`config.mk`:
```
export PLATFORM = sky130hd
export DESIGN_NAME = chain_bus_requester
export DESIGN_NICKNAME = d
export VERILOG_FILES = /design/src/rtl/cbr_pkg.sv /design/src/rtl/cbr_sync.sv /design/src/rtl/cbr_edges.sv /design/src/rtl/cbr_arbiter.sv /design/src/rtl/cbr_xfer.sv /design/src/rtl/chain_bus_requester.sv
export SDC_FILE = /design/constraint.sdc
export NUM_CORES = 1
export LEC_CHECK = 0
export BUFFER_PORTS_ARGS = -buffer_cell sky130_fd_sc_hd__buf_4
export CAP_MARGIN = 20
export CORE_ASPECT_RATIO = 0.7
export CORE_MARGIN = 5
export CORE_UTILIZATION = 51
export DETAILED_ROUTE_END_ITERATION = 8
export PLACE_DENSITY = 0.84
export SLEW_MARGIN = 20
export SYNTH_ARGS = -nofsm -noshare
export SYNTH_HDL_FRONTEND = slang
export SYNTH_SLANG_ARGS = --single-unit
```
`constraint.sdc`:
```
create_clock -name clk -period 3.8 [get_ports clk]
set_clock_uncertainty 0.2 [all_clocks]
set_input_delay 0.95 -clock clk [delete_from_list [all_inputs] [get_ports clk]]
set_output_delay 0.95 -clock clk [all_outputs]
set_load 0.005 [all_outputs]
```
`src/rtl/cbr_pkg.sv`:
```
// Shared constants for the chained bus requester.
// Assumes: the bus geometry is fixed at 16 address and 8 data bits by default.
package cbr_pkg;
    parameter int unsigned CBR_ADDR_W = 16;
    parameter int unsigned CBR_DATA_W = 8;
    parameter int unsigned CBR_SYNC_STAGES = 2;

    // Positions inside the synchronized input vector.
    localparam int unsigned SV_PHI1  = 0;
    localparam int unsigned SV_PHI2  = 1;
    localparam int unsigned SV_PHI3  = 2;
    localparam int unsigned SV_CPU   = 3;
    localparam int unsigned SV_MREF  = 4;
    localparam int unsigned SV_CREF  = 5;
    localparam int unsigned SV_CHAIN = 6;
    localparam int unsigned SV_WIDTH = 7;

    typedef enum logic [1:0] {
        XS_IDLE = 2'd0,
        XS_WAIT = 2'd1,
        XS_OWN  = 2'd2
    } xfer_state_e;
endpackage

```
`src/rtl/cbr_sync.sv`:
```
// Multi-stage synchronizer for a vector of slow asynchronous levels.
// Assumes: STAGES >= 1 and inputs are logical (active-high), so reset clears to 0.
module cbr_sync #(
    parameter int unsigned WIDTH  = 1,
    parameter int unsigned STAGES = 2
) (
    input  logic             clk,
    input  logic             rst_n,
    input  logic [WIDTH-1:0] d,
    output logic [WIDTH-1:0] q
);
    logic [STAGES-1:0][WIDTH-1:0] pipe_q;

    // Shift the sampled levels one stage per clock.
    always_ff @(posedge clk) begin
        if (!rst_n) begin
            pipe_q <= '0;
        end else begin
            pipe_q[0] <= d;
            for (int s = 1; s < STAGES; s++) begin
                pipe_q[s] <= pipe_q[s-1];
            end
        end
    end

    assign q = pipe_q[STAGES-1];
endmodule

```
`src/rtl/cbr_edges.sv`:
```
// One-clock edge pulses on synchronized levels; FALLING picks the edge kind.
// Assumes: inputs are already in the clk domain.
module cbr_edges #(
    parameter int unsigned WIDTH   = 1,
    parameter bit          FALLING = 1'b1
) (
    input  logic             clk,
    input  logic             rst_n,
    input  logic [WIDTH-1:0] lvl,
    output logic [WIDTH-1:0] hit
);
    logic [WIDTH-1:0] prev_q;

    // Remember the previous level of each input.
    always_ff @(posedge clk) begin
        if (!rst_n) prev_q <= '0;
        else        prev_q <= lvl;
    end

    if (FALLING) begin : g_fall
        assign hit = prev_q & ~lvl;
    end else begin : g_rise
        assign hit = ~prev_q & lvl;
    end
endmodule

```
`src/rtl/cbr_arbiter.sv`:
```
// Per-cycle grant and chain forwarding for one peripheral slot.
// Assumes: every claim in above_s outranks the peripheral chain; grant is only
// consumed by the caller on the cycle-opening edge.
module cbr_arbiter #(
    parameter int unsigned N_ABOVE = 3
) (
    input  logic [N_ABOVE-1:0] above_s,
    input  logic               chain_up_s,
    input  logic               chain_up_raw,
    input  logic               want,
    input  logic               own,
    output logic               grant_ok,
    output logic               chain_fwd
);
    // Free only when no higher claimant and no upstream card is using the cycle.
    always_comb grant_ok = want & ~(|above_s) & ~chain_up_s;

    // Downstream request: pass upstream through, or announce our own cycle.
    always_comb chain_fwd = chain_up_raw | own;
endmodule

```
`src/rtl/cbr_xfer.sv`:
```
// Local transaction holder: accepts one request, waits for a granted cycle,
// owns it, captures read data and signals completion.
// Assumes: cyc_open, ph1_rise and ph2_fall are one-clock pulses in bus order.
module cbr_xfer
    import cbr_pkg::*;
#(
    parameter int unsigned ADDR_W = 16,
    parameter int unsigned DATA_W = 8
) (
    input  logic              clk,
    input  logic              rst_n,
    input  logic              req_valid,
    input  logic              req_write,
    input  logic [ADDR_W-1:0] req_addr,
    input  logic [DATA_W-1:0] req_wdata,
    output logic              req_ready,
    input  logic              cyc_open,
    input  logic              grant_ok,
    input  logic              ph1_rise,
    input  logic              ph2_fall,
    input  logic [DATA_W-1:0] rd_bus,
    output logic              want,
    output logic              own,
    output logic              own_wr,
    output logic [ADDR_W-1:0] own_addr,
    output logic [DATA_W-1:0] own_wdata,
    output logic              done,
    output logic [DATA_W-1:0] done_rdata
);
    xfer_state_e       state_q;
    logic              wr_q;
    logic [ADDR_W-1:0] addr_q;
    logic [DATA_W-1:0] wdata_q;
    logic [DATA_W-1:0] rdata_q;
    logic              armed_q;
    logic              done_q;

    // Sequence one request through wait, own and completion.
    always_ff @(posedge clk) begin
        if (!rst_n) begin
            state_q <= XS_IDLE;
            wr_q    <= 1'b0;
            addr_q  <= '0;
            wdata_q <= '0;
            done_q  <= 1'b0;
        end else begin
            done_q <= 1'b0;
            case (state_q)
                XS_IDLE: if (req_valid) begin
                    wr_q    <= req_write;
                    addr_q  <= req_addr;
                    wdata_q <= req_wdata;
                    state_q <= XS_WAIT;
                end
                XS_WAIT: if (cyc_open && grant_ok) state_q <= XS_OWN;
                XS_OWN: if (cyc_open) begin
                    state_q <= XS_IDLE;
                    done_q  <= 1'b1;
                end
                default: state_q <= XS_IDLE;
            endcase
        end
    end

    // Arm read capture once phase 1 has been seen inside the current cycle.
    always_ff @(posedge clk) begin
        if (!rst_n)        armed_q <= 1'b0;
        else if (cyc_open) armed_q <= 1'b0;
        else if (ph1_rise) armed_q <= 1'b1;
    end

    // Capture the read byte at the armed phase-2 falling edge of an owned read.
    always_ff @(posedge clk) begin
        if (!rst_n) begin
            rdata_q <= '0;
        end else if (state_q == XS_OWN && !wr_q && armed_q && ph2_fall) begin
            rdata_q <= rd_bus;
        end
    end

    assign req_ready  = (state_q == XS_IDLE);
    assign want       = (state_q == XS_WAIT);
    assign own        = (state_q == XS_OWN);
    assign own_wr     = wr_q;
    assign own_addr   = addr_q;
    assign own_wdata  = wdata_q;
    assign done       = done_q;
    assign done_rdata = rdata_q;
endmodule

```
`src/rtl/chain_bus_requester.sv`:
```
// Peripheral requester on a phase-framed shared memory bus with a priority
// daisy chain. Converts ground-true bus levels to logic, synchronizes the bus
// phases and claims, picks free cycles and drives one access per grant.
// Assumes: open-collector lines are modelled as enable plus level; the bus
// phases are much slower than clk.
module chain_bus_requester
    import cbr_pkg::*;
#(
    parameter int unsigned ADDR_W      = CBR_ADDR_W,
    parameter int unsigned DATA_W      = CBR_DATA_W,
    parameter int unsigned SYNC_STAGES = CBR_SYNC_STAGES
) (
    input  logic              clk,
    input  logic              rst_n,
    input  logic              phi1,
    input  logic              phi2,
    input  logic              phi3,
    input  logic              cpu_claim_l,
    input  logic              mref_claim_l,
    input  logic              cref_claim_l,
    input  logic              chain_in_l,
    output logic              chain_out_oe,
    output logic              chain_out_lvl,
    output logic              addr_oe,
    output logic [ADDR_W-1:0] addr_lvl,
    output logic              rd_oe,
    output logic              rd_lvl,
    output logic              wr_oe,
    output logic              wr_lvl,
    input  logic [DATA_W-1:0] data_in_lvl,
    output logic              data_oe,
    output logic [DATA_W-1:0] data_out_lvl,
    input  logic              req_valid,
    input  logic              req_write,
    input  logic [ADDR_W-1:0] req_addr,
    input  logic [DATA_W-1:0] req_wdata,
    output logic              req_ready,
    output logic              done,
    output logic [DATA_W-1:0] done_rdata
);
    localparam int unsigned N_ABOVE = SV_CHAIN - SV_CPU;

    logic [SV_WIDTH-1:0] raw_in;
    logic [SV_WIDTH-1:0] syn_in;
    logic [N_ABOVE-1:0]  higher_s;
    logic                chain_up_s;
    logic [1:0]          falls;
    logic                ph1_rise;
    logic                cyc_open;
    logic                ph2_fall;
    logic                grant_ok;
    logic                chain_fwd;
    logic                want;
    logic                own;
    logic                own_wr;
    logic [ADDR_W-1:0]   own_addr;
    logic [DATA_W-1:0]   own_wdata;

    // Gather phases and logical (inverted bus level) claims for synchronizing.
    always_comb begin
        raw_in           = '0;
        raw_in[SV_PHI1]  = phi1;
        raw_in[SV_PHI2]  = phi2;
        raw_in[SV_PHI3]  = phi3;
        raw_in[SV_CPU]   = ~cpu_claim_l;
        raw_in[SV_MREF]  = ~mref_claim_l;
        raw_in[SV_CREF]  = ~cref_claim_l;
        raw_in[SV_CHAIN] = ~chain_in_l;
    end

    cbr_sync #(.WIDTH(SV_WIDTH), .STAGES(SYNC_STAGES)) u_sync (
        .clk(clk), .rst_n(rst_n), .d(raw_in), .q(syn_in)
    );

    cbr_edges #(.WIDTH(2), .FALLING(1'b1)) u_fall (
        .clk(clk), .rst_n(rst_n), .lvl(syn_in[SV_PHI3:SV_PHI2]), .hit(falls)
    );

    cbr_edges #(.WIDTH(1), .FALLING(1'b0)) u_rise (
        .clk(clk), .rst_n(rst_n), .lvl(syn_in[SV_PHI1]), .hit(ph1_rise)
    );

    assign ph2_fall   = falls[0];
    assign cyc_open   = falls[1];
    assign higher_s   = syn_in[SV_CREF:SV_CPU];
    assign chain_up_s = syn_in[SV_CHAIN];

    cbr_arbiter #(.N_ABOVE(N_ABOVE)) u_arb (
        .above_s(higher_s), .chain_up_s(chain_up_s), .chain_up_raw(~chain_in_l),
        .want(want), .own(own), .grant_ok(grant_ok), .chain_fwd(chain_fwd)
    );

    cbr_xfer #(.ADDR_W(ADDR_W), .DATA_W(DATA_W)) u_xfer (
        .clk(clk), .rst_n(rst_n),
        .req_valid(req_valid), .req_write(req_write), .req_addr(req_addr),
        .req_wdata(req_wdata), .req_ready(req_ready),
        .cyc_open(cyc_open), .grant_ok(grant_ok), .ph1_rise(ph1_rise),
        .ph2_fall(ph2_fall), .rd_bus(~data_in_lvl),
        .want(want), .own(own), .own_wr(own_wr), .own_addr(own_addr),
        .own_wdata(own_wdata), .done(done), .done_rdata(done_rdata)
    );

    // Ground-true bus drive: asserted lines pull to 0, released lines read 1.
    always_comb begin
        chain_out_oe  = chain_fwd;
        chain_out_lvl = ~chain_fwd;
        addr_oe       = own;
        addr_lvl      = own ? ~own_addr : '1;
        rd_oe         = own & ~own_wr;
        rd_lvl        = ~(own & ~own_wr);
        wr_oe         = own & own_wr;
        wr_lvl        = ~(own & own_wr);
        data_oe       = own & own_wr;
        data_out_lvl  = (own & own_wr) ? ~own_wdata : '1;
    end
endmodule

```
==> results of run 1 <==
[sequential cells by signal (all words and copies together), names as in the netlist]
| signal | flops |
|---|---|
| u_sync.q | 7 |
| u_xfer.own_wdata | 8 |
| u_xfer.state_q | 2 |
| u_xfer.own_wr | 1 |
| u_xfer.armed_q | 1 |
| u_fall.prev_q | 2 |
| u_xfer.done_rdata | 8 |
| u_sync.pipe_q | 7 |
| u_xfer.own_addr | 16 |
| u_rise.prev_q | 1 |
| u_xfer.done | 1 |
[power by group through the flow]
stage | combinational (mW) | sequential [mW] | clock, mW
floorplan | 0.0607 | 0.615 | 0
global placement | 0.0999 | 0.617 | 0
detailed placement | 0.102 | 0.618 | 0
CTS | 0.102 | 0.605 | 0.339
global route | 0.113 | 0.609 | 0.361
finish | 0.100 | 0.605 | 0.325
[synth_stat cells, drive strengths merged]
| library cell | count |
|---|---|
| a21boi | 26 |
| a21oi | 2 |
| and2 | 13 |
| and2b | 1 |
| and3 | 1 |
| buf | 8 |
| clkbuf | 6 |
| clkinv | 1 |
| dfxtp | 54 |
| inv | 3 |
| mux2i | 8 |
| nand2 | 85 |
| nand2b | 11 |
| nand4 | 1 |
| nor2 | 3 |
| nor2b | 6 |
| nor3b | 1 |
| nor4 | 1 |
| o21a | 1 |
| or3b | 2 |
[final cells by class]
cell class / instances / area [um^2] / share of cell area
Tap cell: 52 / 65.1 / 0.0234
Timing Repair Buffer: 85 / 638 / 0.229
Clock inverter: 2 / 12.5 / 0.00450
Sequential cell: 54 / 1080 / 0.388
Clock buffer: 6 / 82.6 / 0.0297
Inverter: 4 / 15.0 / 0.00540
Multi-Input combinational cell: 162 / 888 / 0.319
[metrics by stage]
stage               hold slack (ns)  setup slack [ns]
floorplan                     0.212              1.51
global placement              0.217              1.20
detailed placement            0.217              1.19
CTS                           0.244             0.823
global route                  0.249             0.684
finish                        0.239             0.835
[layout by cell type (no fill, tap or decap)]
cell type / synthesis / routed
a21boi_0: 5 / 5
clkinv_2: 0 / 1
clkinv_1: 1 / 1
clkbuf_8: 0 / 6
or3b_1: 2 / 2
nor2_1: 3 / 3
nand4_4: 1 / 1
and3_1: 1 / 1
nor4_1: 1 / 1
dfxtp_1: 54 / 54
and2_1: 13 / 13
and2b_1: 1 / 1
buf_4: 2 / 85
a21oi_1: 2 / 2
clkinvlp_4: 0 / 1
nand2_1: 85 / 85
inv_1: 3 / 3
a21boi_1: 21 / 21
mux2i_1: 8 / 8
nand2b_1: 11 / 11
nor3b_4: 1 / 1
o21a_1: 1 / 1
nor2b_1: 6 / 6
[worst min path at each step]
stage	from	end	slack (ns)	cells past startpoint
2_1_floorplan	u_sync.pipe_q[0]	u_sync.q[0]	0.21	1
3_3_place_gp	u_sync.pipe_q[6]	u_sync.q[6]	0.22	1
3_5_place_dp	u_sync.pipe_q[6]	u_sync.q[6]	0.22	1
4_1_cts	u_sync.pipe_q[0]	u_sync.q[0]	0.24	1
5_1_grt	u_sync.pipe_q[0]	u_sync.q[0]	0.25	1
6_report	u_sync.pipe_q[2]	u_sync.q[2]	0.24	1
[cells by family (layout without fill, tap and decap cells)]
logic type | after synthesis | in the layout | synth area share
AND/OR/NAND/NOR | 125 | 125 | 0.288
flip-flops | 54 | 54 | 0.524
AO/OA/AOI/OAI | 29 | 29 | 0.103
buffers and inverters | 18 | 97 | 0.0461
multiplexers | 8 | 8 | 0.0388
[worst max-delay path: cells and delay by family (launching register included)]
family / cells / cell delay, ns
buf+inv: 3 / 0.46
simple gates: 2 / 0.67
flops: 1 / 0.37
[metal layers]
layer | track usage | part of all wire
met3 | 0.0651 | 0.099
met5 | 0 | 0
met4 | 0.0593 | 0.012
met1 | 0.204 | 0.44
met2 | 0.266 | 0.45
==> flow_summary.json, run 1 <==
{
  "insertion_delay_ns": 0.30,
  "cap_violations": 0,
  "switchingPower_mw": 0.235,
  "cp-start-kind": "flip-flop",
  "r2r_end": "u_xfer.done_rdata[6]",
  "fp-row-count": 19,
  "synth-seq-area-share": 0.524,
  "dp.cells": 357,
  "wl_mm": 4.43,
  "die-area_um2": 5440,
  "clk_path_buf_depth": 2,
  "post_cts_resized": 0,
  "worst-endpoint-required_ns": 2.65,
  "critPathCapture": "rd_lvl",
  "path_max_fanout": 12,
  "max_freq_mhz": 337,
  "die_h_um": 63.2,
  "core_region_area_um2": 3920,
  "initial_core_util": 0.526,
  "fin_cells": 365,
  "drt_iter0_drc": 85,
  "cts_buffers": 5,
  "layout.nets": 355,
  "timing.rr.start": "u_xfer.state_q[0]",
  "critPathSlowestCell": "and2b_1",
  "syn_to_final_growth_pct": 34.8,
  "status": "finished clean",
  "postCtsSetupRepairBufs": 0,
  "vias": 1678,
  "grt_max_degree": 63,
  "p_total_mw": 1.03,
  "clk_pin_slew_ns": 0.09,
  "holdCritPathClass": "flip-flop to flip-flop",
  "cp-end-kind": "output pin",
  "drc_errors": 0,
  "antenna_found_initial": 0,
  "synth_top_cells_by_area": "dfxtp_1 52%, nand2_1 15%, a21boi_1 7.6%, and2_1 3.9%, mux2i_1 3.9%",
  "drive_gt1_frac": 0.304,
  "r2r_setup_slack_ns": 1.99,
  "critical_path.max_stage_delay_ns": 0.45,
  "cp_common_cell": "buf_4",
  "leakagePower_nw": 1.25,
  "cts.htree.levels": 2,
  "overflow": 0,
  "stdcell_area_um2": 2780,
  "avgSynthCellArea_um2": 8.82,
  "num-fill-cells": 310,
  "seqPwrFrac": 0.587,
  "ys_seq_elements": 54,
  "p_per_area_nw_per_um2": 370,
  "syn_inst": 234,
  "slew_headroom": 0.330,
  "cts_hold_buf": 0,
  "wire_per_inst_um": 12.1,
  "antenna_cells": 0,
  "gp_congestion": 0.742,
  "root_buffer": "clkbuf_8",
  "setup_viol": 0,
  "fin_crit_ns": 2.97,
  "numPortBuffers": 84,
  "cp-startpoint": "u_xfer.state_q[0]",
  "placed_area_um2": 2690,
  "yosys.area.top_type": "dfxtp_1",
  "syn-cell-area_um2": 2060,
  "cts_tree": "yes",
  "slew_viol_final": 0,
  "synth_top_area_frac": 0.524,
  "clkPwrFrac": 0.315,
  "ys_types": 23,
  "ff2ff_path_depth": 4,
  "ir_worst_vdd_mv": 0.250,
  "critPathKind": "flip-flop to output pin",
  "synthesis.nets": 277,
  "p_int_mw": 0.795,
  "rsz0062_at_grt": "false",
  "clock-sinks": 54,
  "utilization": 0.709,
  "grt_first_pass_wirelength_mm": 7.28,
  "path_cells": "and2b_1, buf_4, nor2b_1, inv_1, buf_4",
  "first_pass_iters": 4,
  "avgViaCountPerCell": 4.60,
  "ys_warn_count": 0,
  "dp_hpwl_mm": 3.18,
  "hold_viol": 0,
  "io_pins": 85,
  "grt_pass1_vias": 1587,
  "die_x_um": 86.0,
  "tns_ns": 0,
  "grt_usage": 0.167,
  "worst_pin_slew_ns": 1.00,
  "pwr-share-comb": 0.098,
  "crit_arrival_ns": 1.82,
  "final.period_utilization": 0.780,
  "route.antenna.remaining_nets": 0,
  "switching_share": 0.228
}
No activity file was read; power rests on OpenSTA's default activity.
==> run 2, diff against run 1 <==
--- a/config.mk
+++ b/config.mk
@@ -9,9 +9,9 @@
 export CAP_MARGIN = 20
 export CORE_ASPECT_RATIO = 0.7
 export CORE_MARGIN = 5
-export CORE_UTILIZATION = 51
+export CORE_UTILIZATION = 42
 export DETAILED_ROUTE_END_ITERATION = 8
-export PLACE_DENSITY = 0.84
+export PLACE_DENSITY = 0.74
 export SLEW_MARGIN = 20
 export SYNTH_ARGS = -nofsm -noshare
 export SYNTH_HDL_FRONTEND = slang
==> constraint.sdc (replaced) <==
create_clock -name clk -period 2.71 [get_ports clk]
set_clock_uncertainty 0.2 [all_clocks]
set_input_delay 0.6775 -clock clk [delete_from_list [all_inputs] [get_ports clk]]
set_output_delay 0.6775 -clock clk [all_outputs]
set_load 0.005 [all_outputs]
==> flow_summary.json, run 2 (synthesis gave the netlist of run 1 again) <==
{
  "status": "finished clean",
  "setup_viol": 0,
  "final.period_utilization": 0.936,
  "drc_errors": 0,
  "die-area_um2": 6440,
  "cp-start-kind": "flip-flop",
  "setup_ws_ns": 0.173,
  "syn_to_final_growth_pct": 36.1,
  "cp_top_family": "simple AND/OR/NAND/NOR gates",
  "slew_viol_final": 0,
  "dp.cells": 376,
  "drt_iter0_drc": 85,
  "placed_area_um2": 2720,
  "clock-sinks": 54,
  "ff2ff_path_depth": 3,
  "clk_pin_slew_ns": 0.10,
  "drive_gt1_frac": 0.305,
  "path_max_fanout": 10,
  "hold_viol": 0,
  "worst_pin_slew_ns": 0.817,
  "wire_per_inst_um": 11.7,
  "fin_cells": 384,
  "antenna_cells": 0,
  "holdCritPathClass": "flip-flop to flip-flop",
  "core_region_area_um2": 4780,
  "cp.buffers_inverters": 2,
  "final_cell_mix": "87 x buf_4, 85 x nand2_1, 54 x dfxtp_1, 21 x a21boi_1, 13 x and2_1",
  "rsz0062_at_grt": "false",
  "path_cells": "and2b_1, nand2_1, clkinv_1, nand2_1, buf_4",
  "critPathKind": "flip-flop to output pin",
  "layout.nets": 357,
  "overflow": 0,
  "worst-endpoint-required_ns": 1.83,
  "fin_crit_ns": 2.54,
  "cts_buffers": 5,
  "r2r_end": "u_xfer.own_addr[0]",
  "num-fill-cells": 447,
  "die_x_um": 93.8,
  "largest_register_ffs": 16,
  "critical_path.max_stage_delay_ns": 0.44,
  "cap_violations": 0,
  "dp_hpwl_mm": 3.32,
  "final_common_cell": "buf_4",
  "first_pass_iters": 4,
  "clk_path_buf_depth": 2,
  "wl_mm": 4.50,
  "insertion_delay_ns": 0.30,
  "cts_tree": "yes",
  "vias": 1713,
  "gp_congestion": 0.706,
  "timing.rr.start": "u_xfer.state_q[0]",
  "cts_hold_buf": 0,
  "grt_first_pass_wirelength_mm": 7.18,
  "grt_usage": 0.144,
  "tns_ns": 0,
  "r2r_setup_slack_ns": 1.01,
  "grt_max_degree": 63,
  "utilization": 0.588,
  "multiInputGateArea_um2": 888,
  "fp-row-count": 21,
  "cts.htree.levels": 2,
  "die_h_um": 68.7,
  "io_pins": 85,
  "stdcell_area_um2": 2810,
  "antenna_found_initial": 0,
  "initial_core_util": 0.432,
  "final-seq-area_um2": 1080,
  "cp_common_cell": "nand2_1",
  "ir_worst_vdd_mv": 0.291,
  "critPathSlowestCell": "dfxtp_1",
  "grt_pass1_vias": 1545,
  "hold_depth": 1,
  "slew_headroom": 0.455,
  "route.antenna.remaining_nets": 0,
  "p_total_mw": 1.43,
  "avgViaCountPerCell": 4.46,
  "hp-start": "u_sync.pipe_q[1]",
  "max_freq_mhz": 394,
  "leakagePower_nw": 1.26,
  "p_per_area_nw_per_um2": 508,
  "postCtsSetupRepairBufs": 0,
  "min_to": "u_sync.q[1]",
  "cp-end-kind": "output pin",
  "root_buffer": "clkbuf_8",
  "numPortBuffers": 84,
  "post_cts_resized": 0,
  "dp_slack_ns": 0.497,
  "crit_arrival_ns": 1.66,
  "holdWs_ns": 0.238
}
==> run 2: cell types whose count changed in the layout (fill, tap and decap cells not counted) <==
cell and change:
buf_4 +2, clkbuf_1 +1, clkbuf_8 -1, clkinv_4 +1, clkinvlp_4 -1
==> run 2: worst max-delay path by stage <==
stage,cells past startpoint,to,start
3_5_place_dp,5,data_out_lvl[4],u_xfer.state_q[0]
3_3_place_gp,5,data_out_lvl[0],u_xfer.state_q[0]
6_report,5,data_out_lvl[4],u_xfer.state_q[0]
2_1_floorplan,4,wr_oe,u_xfer.state_q[0]
5_1_grt,5,data_out_lvl[5],u_xfer.state_q[0]
4_1_cts,5,data_out_lvl[4],u_xfer.state_q[0]
==> run 2: final cells by class <==
cell class                      instances  share of cell area
Inverter                                4             0.00534
Timing Repair Buffer                   87               0.232
Sequential cell                        54               0.385
Clock inverter                          2             0.00490
Tap cell                               69              0.0307
Clock buffer                            6              0.0258
Multi-Input combinational cell        162               0.316
==> run 2: worst register-to-register path, cell delays in order, from the launching register on <==
cell      delay, ns
dfxtp_1        0.44
or3b_1         0.69
nand2_1        0.10
a21boi_0       0.20
==> run 2: where the power goes <==
group          switching (mW)  internal [mW]  total, mW
Sequential             0.0189          0.830      0.849
Combinational          0.0631         0.0818      0.145
Clock                   0.252          0.183      0.435
==> run 2: per-layer routing <==
| layer | wire (um) | vias up | global-route usage |
|---|---|---|---|
| met5 | 0 | - | 0 |
| met4 | 62 | 0 | 0.0541 |
| met3 | 503 | 8 | 0.0629 |
| met2 | 1850 | 58 | 0.204 |
| met1 | 2080 | 749 | 0.192 |
| li1 | - | 898 | - |
==> run 3, diff against run 2 <==
==> constraint.sdc (replaced) <==
create_clock -name clk -period 2.71 [get_ports clk]
set_clock_uncertainty 0.2 [all_clocks]
set_input_delay 0.6775 -clock clk [delete_from_list [all_inputs] [get_ports clk]]
set_output_delay 0.6775 -clock clk [all_outputs]
set_load 0.02 [all_outputs]
==> flow_summary.json, run 3 (synthesis gave the netlist of run 1 again) <==
{
  "status": "finished clean",
  "final-seq-area_um2": 1080,
  "critPathKind": "flip-flop to output pin",
  "r2r_end": "u_xfer.own_addr[2]",
  "postCtsSetupRepairBufs": 0,
  "busiest_layer": "met2",
  "layout.nets": 357,
  "grt_first_pass_wirelength_mm": 7.41,
  "overflow": 0,
  "clk_pin_slew_ns": 0.09,
  "multiInputGateArea_um2": 888,
  "timing.rr.start": "u_xfer.state_q[0]",
  "grt_util_met3": 0.0499,
  "worst_pin_slew_ns": 0.820,
  "ff2ff_path_depth": 3,
  "largest_register_ffs": 16,
  "route.antenna.remaining_nets": 0,
  "stdcell_area_um2": 2840,
  "cp-startpoint": "u_xfer.state_q[0]",
  "die_h_um": 68.7,
  "rsz0062_at_grt": "false",
  "cts_buffers": 5,
  "syn_to_final_growth_pct": 37.3,
  "wire_per_inst_um": 11.7,
  "hold_viol": 0,
  "utilization": 0.593,
  "clock-sinks": 54,
  "use_met2": 0.226,
  "placed_area_um2": 2720,
  "grt_use_met1": 0.190,
  "post_cts_resized": 0,
  "final_cell_mix": "87 x buf_4, 85 x nand2_1, 54 x dfxtp_1, 21 x a21boi_1, 13 x and2_1",
  "die-area_um2": 6440,
  "p_per_area_nw_per_um2": 534,
  "crit_arrival_ns": 1.66,
  "clk_path_buf_depth": 2,
  "fin_crit_ns": 2.54,
  "slew_viol_final": 0,
  "cts.htree.levels": 2,
  "grt_usage": 0.147,
  "final.period_utilization": 0.937,
  "r2r_setup_slack_ns": 1.01,
  "path_max_fanout": 10,
  "cap_violations": 0,
  "cp-end-kind": "output pin",
  "setup_viol": 0,
  "drc_errors": 0,
  "grt_pass1_vias": 1653,
  "ir_worst_vdd_mv": 0.285,
  "fp-row-count": 21,
  "final_common_cell": "buf_4",
  "first_pass_iters": 4,
  "grt_max_degree": 63,
  "wl_mm": 4.47,
  "slew_headroom": 0.454,
  "avgViaCountPerCell": 4.45,
  "die_x_um": 93.8,
  "antenna_cells": 0,
  "tns_ns": 0,
  "dp_hpwl_mm": 3.31,
  "insertion_delay_ns": 0.30,
  "gp_congestion": 0.709,
  "max_freq_mhz": 394,
  "critPathCapture": "data_out_lvl[4]",
  "numPortBuffers": 84,
  "leakagePower_nw": 1.26,
  "antenna_found_initial": 0,
  "vias": 1705,
  "num-fill-cells": 455,
  "core_region_area_um2": 4780,
  "drt_iter0_drc": 59,
  "p_total_mw": 1.51,
  "cts_tree": "yes",
  "io_pins": 85,
  "holdCritPathClass": "flip-flop to flip-flop",
  "drive_gt1_frac": 0.309,
  "cts_hold_buf": 0,
  "cp-start-kind": "flip-flop",
  "root_buffer": "clkbuf_8",
  "initial_core_util": 0.432,
  "worst-endpoint-required_ns": 1.83
}
## run 3: metal layers
| metal | up-vias | wire [um] |
|---|---|---|
| li1 | 894 | - |
| met2 | 63 | 1890 |
| met1 | 742 | 2090 |
| met3 | 6 | 420 |
| met5 | - | 0 |
| met4 | 0 | 71 |
## run 3: worst max-delay path: stages, from the launching register on
cell,delay [ns]
dfxtp_1,0.44
and2b_1,0.29
nand2_1,0.19
clkinvlp_4,0.20
nand2_1,0.11
buf_4,0.14
## run 3: final cells by class
class | instances | share of cell area
multi-input cells | 162 | 0.313
clock buffers | 5 | 0.0243
clock inverters | 2 | 0.0137
repair buffers | 87 | 0.230
inverters | 4 | 0.00662
well taps | 69 | 0.0305
flip-flops and latches | 54 | 0.381
## run 3: worst min-delay path by stage
stage	startpoint	endpoint	slack, ns	depth (start not counted)
after global routing	u_sync.pipe_q[6]	u_sync.q[6]	0.26	1
after detailed placement	u_sync.pipe_q[1]	u_sync.q[1]	0.22	1
final	u_sync.pipe_q[1]	u_sync.q[1]	0.24	1
after CTS	u_sync.pipe_q[1]	u_sync.q[1]	0.24	1
after global placement	u_sync.pipe_q[1]	u_sync.q[1]	0.22	1
after floorplan	u_sync.pipe_q[0]	u_sync.q[0]	0.21	1
## run 3: stage by stage
step / cells / hold WS [ns] / setup WS (ns)
final: 383 / 0.238 / 0.172
after global placement: 376 / 0.216 / 0.537
after global routing: 383 / 0.263 / 0.0349
after CTS: 383 / 0.240 / 0.126
after detailed placement: 376 / 0.218 / 0.466
after floorplan: 234 / 0.212 / 0.372
## run 3: report_power, final
part	switching [mW]	leakage [nW]	internal [mW]	total, mW
logic	0.0674	0.767	0.0820	0.149
registers	0.0183	0.443	0.830	0.848
clock network	0.245	0.0542	0.272	0.517
